<file path="config.mk">
export PLATFORM = sky130hd
export DESIGN_NAME = fgate_bank
export DESIGN_NICKNAME = d
export VERILOG_FILES = /design/src/rtl/fgate_pkg.sv /design/src/rtl/fgate_state.sv /design/src/rtl/fgate_info.sv /design/src/rtl/fgate_store.sv /design/src/rtl/fgate_bank.sv
export SDC_FILE = /design/constraint.sdc
export NUM_CORES = 2
export LEC_CHECK = 0
export BUFFER_PORTS_ARGS = -buffer_cell sky130_fd_sc_hd__buf_4
export CORE_MARGIN = 1.5
export CORE_UTILIZATION = 65
export DETAILED_ROUTE_END_ITERATION = 10
export PLACE_DENSITY = 0.83
export SYNTH_ARGS = -nofsm -noshare
export SYNTH_HDL_FRONTEND = slang
export SYNTH_SLANG_ARGS = --single-unit
</file>
<file path="constraint.sdc">
create_clock -name clk -period 5.08 [get_ports clk]
set_input_delay 0 -clock clk [delete_from_list [all_inputs] [get_ports clk]]
set_output_delay 0 -clock clk [all_outputs]
set_load 0.03 [all_outputs]
</file>
<file path="src/rtl/fgate_pkg.sv">
package fgate_pkg;

    localparam int WORD_W = 32;
    localparam int INFO_W = 64;

    // Per-feature gating word; bit positions are decoded by host software.
    typedef struct packed {
        logic        locked;    // 31
        logic [14:0] rsv_hi;    // 30:16
        logic [7:0]  feat_id;   // 15:8
        logic        rsv7;      // 7
        logic        oob_sel;   // 6
        logic        rd_blk;    // 5
        logic        wr_blk;    // 4
        logic [2:0]  rsv_lo;    // 3:1
        logic        enable;    // 0
    } state_word_t;

    // Platform information register.
    typedef struct packed {
        logic        lock;      // 63
        logic [38:0] rsv;       // 62:24
        logic [7:0]  pkg;       // 23:16
        logic [7:0]  bus;       // 15:8
        logic [4:0]  dev;       // 7:3
        logic [2:0]  fn;        // 2:0
    } info_t;

    typedef enum logic [2:0] {
        SP_NONE,
        SP_FEAT,
        SP_STATE,
        SP_INFO_LO,
        SP_INFO_HI
    } space_e;

    function automatic state_word_t st_clean(logic [WORD_W-1:0] w);
        state_word_t s;
        s        = state_word_t'(w);
        s.rsv_hi = '0;
        s.rsv7   = 1'b0;
        s.rsv_lo = '0;
        return s;
    endfunction

    // Host update: identifier is owned by the configuration port.
    function automatic state_word_t st_host_merge(state_word_t old, logic [WORD_W-1:0] w);
        state_word_t s;
        s         = st_clean(w);
        s.feat_id = old.feat_id;
        return s;
    endfunction

    // Configuration update: lock can be raised but never dropped.
    function automatic state_word_t st_cfg_merge(state_word_t old, logic [WORD_W-1:0] w);
        state_word_t s;
        s        = st_clean(w);
        s.locked = s.locked | old.locked;
        return s;
    endfunction

    function automatic logic rd_gated(state_word_t s);
        return !s.enable || s.rd_blk;
    endfunction

    function automatic logic wr_gated(state_word_t s);
        return !s.enable || s.wr_blk;
    endfunction

    function automatic info_t info_clean(logic [INFO_W-1:0] w);
        info_t i;
        i     = info_t'(w);
        i.rsv = '0;
        return i;
    endfunction

endpackage

</file>
<file path="src/rtl/fgate_state.sv">
module fgate_state #(
    parameter int NUM_FEAT = 4,
    parameter int FEAT_W   = 2
) (
    input  logic                                   clk,
    input  logic                                   rst,
    input  logic                                   host_we,
    input  logic [FEAT_W-1:0]                      host_idx,
    input  logic [fgate_pkg::WORD_W-1:0]           host_wdata,
    input  logic                                   cfg_we,
    input  logic [FEAT_W-1:0]                      cfg_feat,
    input  logic [fgate_pkg::WORD_W-1:0]           cfg_wdata,
    output fgate_pkg::state_word_t [NUM_FEAT-1:0]  st_q
);
    import fgate_pkg::*;

    for (genvar f = 0; f < NUM_FEAT; f++) begin : g_word
        state_word_t word_q;
        logic        cfg_hit;
        logic        host_hit;

        assign cfg_hit  = cfg_we  && (cfg_feat == FEAT_W'(f));
        assign host_hit = host_we && (host_idx == FEAT_W'(f)) && !word_q.locked;

        always_ff @(posedge clk) begin
            if (rst) begin
                word_q <= '0;
            end else if (cfg_hit) begin
                word_q <= st_cfg_merge(word_q, cfg_wdata);
            end else if (host_hit) begin
                word_q <= st_host_merge(word_q, host_wdata);
            end
        end

        assign st_q[f] = word_q;
    end

endmodule

</file>
<file path="src/rtl/fgate_info.sv">
module fgate_info (
    input  logic                          clk,
    input  logic                          rst,
    input  logic                          wr_lo,
    input  logic                          wr_hi,
    input  logic [fgate_pkg::WORD_W-1:0]  wdata,
    output fgate_pkg::info_t              info_q
);
    import fgate_pkg::*;

    always_ff @(posedge clk) begin
        if (rst) begin
            info_q <= '0;
        end else if (!info_q.lock) begin
            if (wr_lo) begin
                info_q <= info_clean({info_q[INFO_W-1:WORD_W], wdata});
            end else if (wr_hi) begin
                info_q <= info_clean({wdata, info_q[WORD_W-1:0]});
            end
        end
    end

endmodule

</file>
<file path="src/rtl/fgate_store.sv">
module fgate_store #(
    parameter int DEPTH = 32,
    parameter int IDX_W = 5
) (
    input  logic                          clk,
    input  logic                          rst,
    input  logic                          we,
    input  logic [IDX_W-1:0]              idx,
    input  logic [fgate_pkg::WORD_W-1:0]  wdata,
    output logic [fgate_pkg::WORD_W-1:0]  rdata
);
    import fgate_pkg::*;

    logic [WORD_W-1:0] mem_q [DEPTH];

    always_ff @(posedge clk) begin
        if (rst) begin
            for (int i = 0; i < DEPTH; i++) begin
                mem_q[i] <= '0;
            end
        end else if (we) begin
            mem_q[idx] <= wdata;
        end
    end

    assign rdata = mem_q[idx];

endmodule

</file>
<file path="src/rtl/fgate_bank.sv">
module fgate_bank #(
    parameter int NUM_FEAT      = 4,
    parameter int REGS_PER_FEAT = 8,
    parameter int FEAT_W        = (NUM_FEAT > 1) ? $clog2(NUM_FEAT) : 1,
    parameter int REG_W         = (REGS_PER_FEAT > 1) ? $clog2(REGS_PER_FEAT) : 1,
    parameter int ADDR_W        = FEAT_W + REG_W + 1
) (
    input  logic              clk,
    input  logic              rst,
    input  logic              host_req,
    input  logic              host_we,
    input  logic [ADDR_W-1:0] host_addr,
    input  logic [31:0]       host_wdata,
    output logic              host_rvalid,
    output logic [31:0]       host_rdata,
    input  logic              cfg_we,
    input  logic [FEAT_W-1:0] cfg_feat,
    input  logic [31:0]       cfg_wdata
);
    import fgate_pkg::*;

    localparam int LOW_W = FEAT_W + REG_W;
    localparam int SLOTS = 1 << REG_W;
    localparam int DEPTH = NUM_FEAT * SLOTS;

    state_word_t [NUM_FEAT-1:0] st_q;
    info_t                      info_q;

    logic              in_ctl;
    logic [LOW_W-1:0]  low;
    logic [FEAT_W-1:0] fsel;
    logic              feat_ok;
    space_e            sp;
    state_word_t       cur_st;
    logic [31:0]       store_rdata;
    logic              store_we;
    logic              state_we;
    logic              info_we_lo;
    logic              info_we_hi;
    logic [31:0]       rd_next;

    // Address decode.
    assign in_ctl  = host_addr[ADDR_W-1];
    assign low     = host_addr[LOW_W-1:0];
    assign fsel    = host_addr[LOW_W-1:REG_W];
    assign feat_ok = ({1'b0, fsel} < (FEAT_W+1)'(NUM_FEAT));

    always_comb begin
        sp = SP_NONE;
        if (!in_ctl) begin
            if (feat_ok) sp = SP_FEAT;
        end else if ({1'b0, low} < (LOW_W+1)'(NUM_FEAT)) begin
            sp = SP_STATE;
        end else if ({1'b0, low} == (LOW_W+1)'(NUM_FEAT)) begin
            sp = SP_INFO_LO;
        end else if ({1'b0, low} == (LOW_W+1)'(NUM_FEAT + 1)) begin
            sp = SP_INFO_HI;
        end
    end

    assign cur_st = feat_ok ? st_q[fsel] : '0;

    // Write strobes.
    assign store_we   = host_req && host_we && (sp == SP_FEAT) && !wr_gated(cur_st);
    assign state_we   = host_req && host_we && (sp == SP_STATE);
    assign info_we_lo = host_req && host_we && (sp == SP_INFO_LO);
    assign info_we_hi = host_req && host_we && (sp == SP_INFO_HI);

    fgate_state #(
        .NUM_FEAT (NUM_FEAT),
        .FEAT_W   (FEAT_W)
    ) i_state (
        .clk        (clk),
        .rst        (rst),
        .host_we    (state_we),
        .host_idx   (low[FEAT_W-1:0]),
        .host_wdata (host_wdata),
        .cfg_we     (cfg_we),
        .cfg_feat   (cfg_feat),
        .cfg_wdata  (cfg_wdata),
        .st_q       (st_q)
    );

    fgate_info i_info (
        .clk    (clk),
        .rst    (rst),
        .wr_lo  (info_we_lo),
        .wr_hi  (info_we_hi),
        .wdata  (host_wdata),
        .info_q (info_q)
    );

    fgate_store #(
        .DEPTH (DEPTH),
        .IDX_W (LOW_W)
    ) i_store (
        .clk   (clk),
        .rst   (rst),
        .we    (store_we),
        .idx   (low),
        .wdata (host_wdata),
        .rdata (store_rdata)
    );

    // Read mux, registered for a fixed one-cycle response.
    always_comb begin
        rd_next = '0;
        unique case (sp)
            SP_FEAT:    rd_next = rd_gated(cur_st) ? '1 : store_rdata;
            SP_STATE:   rd_next = st_q[low[FEAT_W-1:0]];
            SP_INFO_LO: rd_next = info_q[31:0];
            SP_INFO_HI: rd_next = info_q[63:32];
            default:    rd_next = '0;
        endcase
    end

    always_ff @(posedge clk) begin
        if (rst) begin
            host_rvalid <= 1'b0;
            host_rdata  <= '0;
        end else begin
            host_rvalid <= host_req && !host_we;
            if (host_req && !host_we) begin
                host_rdata <= rd_next;
            end
        end
    end

endmodule

</file>
# Word level (Yosys, flattened, before mapping)
# Memories as Yosys holds them, arrays and structs flattened.
# Cells that the tools add are included.
[op_classes]
order_cmp = 3
n_eq_ne = 12
mux = 29
n_bitwise = 5
reduce_logical = 38
[ops]
columns = ["cell", "count"]
rows = [
  ["2-to-1 mux 32 bit", 11],
  ["2-to-1 mux 64 bit", 3],
  ["binary-select mux 32 bit (select 2 bit)", 2],
  ["case mux 32 bit (4 select lines)", 1],
  ["OR reduction 32 bit", 1],
  ["logical AND 1 bit", 19],
  ["2-to-1 mux 3 bit", 4],
  ["equality test 5 x 3 -> 1 bit, second input constant", 2],
  ["nonzero test 2 bit", 5],
  ["equality test 2 bit, second input constant", 4],
  ["logical NOT 1 bit", 7],
  ["equality test 3 x 2 -> 1 bit, second input constant", 2],
  ["< comparator 2 x 3 -> 1 bit, second input constant", 2],
  ["2-to-1 mux 1 bit", 6],
  ["2-to-1 mux 6 bit", 1],
  ["< comparator 5 x 3 -> 1 bit, second input constant", 1],
  ["2-to-1 mux 5 bit", 1],
  ["equality test 2 x 1 -> 1 bit, second input constant", 2],
  ["logical NOT 2 bit", 2],
  ["OR 1 bit", 4],
  ["AND reduction 2 bit", 2],
  ["equality test 3 x 1 -> 1 bit, second input constant", 1],
  ["equality test 3 bit, second input constant", 1],
  ["logical OR 1 bit", 2],
  ["NOT 1 bit", 1],
]
[totals]
ff_bits = 149
ramBits = 1024
in_bits = 77
elab_cells = 120
mem_count = 1
[mem_list]
columns = ["memory", "depth", "word_bits", "rd", "rd_clocked_by_memory_dff", "write_ports", "line", "source"]
rows = [
  ["i_store.mem_q", 32, 32, 1, 0, 32, "fgate_store.sv:14", "logic [WORD_W-1:0] mem_q [DEPTH];"],
]

# Depth between registers and ports, before layout
[depth]
word_depth = 13
mapped_depth = 10

# Cells and area by module
# A second synthesis with hierarchy kept.
[hier_totals]
hier_cells = 4122
hier_area_um2 = 53911.7
[modules_own_cells]
columns = ["module", "instances", "cells_each", "area_per_inst_um2"]
rows = [
  ["fgate_store", 1, 3327, 46563.4],
  ["fgate_bank", 1, 324, 3180.6],
  ["fgate_state", 1, 319, 2666.3],
  ["fgate_info", 1, 152, 1501.4],
]

# Least setup slack after synthesis
# OpenSTA, ideal clock, no wires.
[synth_timing]
path_type = "flip-flop to flip-flop"
startpoint = "reg i_state.g_word[3].word_q, in the netlist i_state.st_q[100]"
endpoint = "mem i_store.mem_q[13][0], enable pin"
setup_time_ns = 0.375
t_arrival_ns = 2.020
required_ns = 4.705
setup_slack_ns = 2.685
path_stages_with_launch = 7
n_path_buf = 1
cell_sequence = "dfxtp_1 mux4_2 and4bb_4 nand2_2 buf_2 nor2_2 or2_2"
[synth_lines]
columns = ["item", "line", "source"]
rows = [
  ["start, declared", "fgate_state.sv:18", "state_word_t word_q;"],
  ["start signal, assigned", "fgate_state.sv:29", "word_q <= st_cfg_merge(word_q, cfg_wdata);"],
  ["start signal, assigned", "fgate_state.sv:31", "word_q <= st_host_merge(word_q, host_wdata);"],
  ["end, declared", "fgate_store.sv:14", ""],
]

==> metrics.cfg <==
[final_layout]
fillerInstances = 4769
design_area_sq_mm = 0.0563
mostFrequentLayoutCells = 1024 x edfxtp_1, 999 x and2_1, 296 x mux2i_1, 174 x nand2_1, 147 x buf_4
mostFrequentLayoutCell = edfxtp_1
syn_to_final_growth_pct = 9.94
final_cells = 4826
final_nets = 3768
drive_gt1_share_pct = 13.6

[run_status]
status = completed

[power]
power.share.switching_pct = 22.6
irDropWorstVdd_uv = 287
combPwrFrac_pct = 6.6
seqPwrFrac_pct = 53.4
p_int_mw = 15.3
p_per_area_mw_per_mm2 = 350
pwr-share-clk_pct = 40.0
p_leak_nw = 21.1
p_sw_mw = 4.46

[clock_network]
clkSinkCount = 1134
clock_latency_ns = 0.69
cts_resized = 0
post_cts_buffers = 0
clock_path_buffers = 3
cts_max_level = 3
ctsHoldBuffers = 62
cts_buffers = 110
clk_pin_slew_ns = 0.06
cts-root-buf = clkbuf_16
cts_tree = done

[floorplanning]
io_pins = 110
die_x_um = 284
die_h_um = 284
fp-row-count = 102
dieArea_sq_mm = 0.0805
start_util_pct = 65.9
core_area_sq_mm = 0.0777

[sta]
worst_pin_slew_ns = 1.34
setup_tns_ns = 0
clock_skew_ns = 0.0324
setup_viol = 0
layout_worst_path_cycle_share_pct = 70.9
clock.fmax_mhz = 278
slew_headroom_pct = 9.81
slew_violations = 0
period_minus_slack_ns = 3.60
rsz0062_at_grt = no
final-hold-violation-count = 0

[grt]
grt_use_total_pct = 34.6
grt_pass1_vias = 31000
overflow = 0
antenna_found_initial = 3
grt_max_degree = 93
grt_pass1_wl_mm = 203

[worst_setup_path]
crit_required_ns = 5.38
rrSetupSlack_ns = 1.48
worst_setup_path_end_kind = flip-flop
worstPathArrival_ns = 3.90
cp-start-kind = flip-flop
crit_fanout = 32
crit_type = flip-flop to flip-flop

[synth]
synth_flop_cell = edfxtp_1
syn_area_sq_mm = 0.0512
yosysWarnings = 0
synthTopCellsByArea = edfxtp_1 60%, and2_1 12%, mux2i_1 5.8%
syn_area_per_cell_sq_um = 13.8
synth_edf_count = 1024
syn_inst = 3719
ys_types = 66
synth.top_cell.area_share_pct = 60.0
synthArstFlopShare_pct = 0
ys_ff_latch = 1134
yosysSeqAreaShare_pct = 64.3
synth_nets = 3796
yosysTopAreaCell = edfxtp_1

[detailed_routing]
post_drt_wl_per_cell_um = 29.2
ant_nets = 0
drt_first_pass_iters = 7
drc = 0
drt-total-wl_mm = 141
via_per_inst = 6.71
dr_total_vias = 32400
dr.first_iter.drc_count = 4413

[hold_path]
min_path_type = input port to flip-flop

[placed_design]
portBuffers = 90
place_congestion = 0.947
dpl.cell_count = 4557
dp_hpwl_mm = 82.2
dpl_cell_area_sq_mm = 0.0523

[job]
cap_violations = 0

synthesized netlist by cell type (all sizes together) (6+ instances only):
| cell type | instances |
|---|---|
| edfxtp | 1024 |
| and2 | 999 |
| mux2i | 296 |
| clkbuf | 255 |
| nand2 | 177 |
| mux4 | 125 |
| o22ai | 125 |
| dfxtp | 110 |
| a21oi | 99 |
| buf | 99 |
| nor2 | 63 |
| nor3 | 51 |
| a22oi | 38 |
| a22o | 32 |
| or2 | 32 |
| o21ai | 25 |
| or4 | 24 |
| a31oi | 23 |
| a221oi | 12 |
| nor4 | 12 |
| nor2b | 10 |
| a221o | 8 |
| nand3 | 8 |
| a311oi | 6 |
worst max-delay path: stages, from the launching register on:
cell and delay [ns]:
dfxtp_1 0.32, mux4_2 0.47, and4bb_4 0.40, nand3_2 0.42
nor2_2 0.24, buf_4 0.42, or2_2 0.93
stage by stage:
stage / util, % / hold slack, ns / power, mW / setup slack [ns]
after floorplan: - / 0.136 / 11.5 / 2.69
after global placement: 67.2 / 0.277 / 11.9 / 1.60
after detailed placement: 67.2 / 0.284 / 12.0 / 1.53
after CTS: 72.5 / 0.0436 / 19.7 / 1.53
after global routing: 72.5 / 0.0677 / 20.1 / 1.41
final: 72.5 / 0.0755 / 19.7 / 1.48
kinds of logic after synthesis:
family                 Yosys count  synth area share (%)
and+or+nand+nor               1421                  16.4
buffers and inverters          356                  3.03
muxes                          423                  11.3
AOI/OAI and AO/OA              385                  4.90
DFF                           1134                  64.3
flip-flops by register name, summed over array words and instances, names as in the netlist:
signal / cells
host_rvalid: 1
i_state.st_q: 52
i_store.mem_q: 1024
i_info.info_q: 25
host_rdata: 32
final timing paths:
| path | start | end | depth (start not counted) |
|---|---|---|---|
| worst max-delay path | i_state.st_q[100]$_SDFFE_PP0P_ | i_store.mem_q[3][26]$_SDFFCE_PN0P_ | 6 |
| worst min-delay path | cfg_we | i_state.st_q[105]$_SDFFE_PP0P_ | 4 |
| worst max register to register | i_state.st_q[100]$_SDFFE_PP0P_ | i_store.mem_q[3][26]$_SDFFCE_PN0P_ | 6 |
| worst min register to register | host_rdata[12]$_SDFFE_PP0P_ | host_rdata[12]$_SDFFE_PP0P_ | 2 |
routing by layer:
metal | vias to the layer above | global-route usage, % | share of wire (%)
met5 | - | 0 | 0
met4 | 0 | 19.6 | 6.4
met3 | 529 | 7.99 | 12
met2 | 2361 | 53.7 | 46
met1 | 16000 | 45.5 | 35
li1 | 13500 | - | -
cell type report:
class,instances,area [sq um],area share (%)
multi-input combinational,2229,16800,29.8
tap,1040,1300,2.31
timing repair buffer,214,1810,3.22
clock inverter,49,354,0.629
antenna,2,5.00,0.00889
inverter,2,7.51,0.0133
sequential,1134,33000,58.5
clock buffer,156,3090,5.48
power by group through the flow:
stage / sequential, mW / combinational [mW] / clock [mW]
final: 10.5 / 1.30 / 7.89
after global routing: 10.6 / 1.33 / 8.21
after CTS: 10.5 / 1.27 / 7.87
after detailed placement: 10.7 / 1.23 / 0
after global placement: 10.7 / 1.21 / 0
after floorplan: 10.7 / 0.748 / 0
Power figures use the tool's default switching activity.
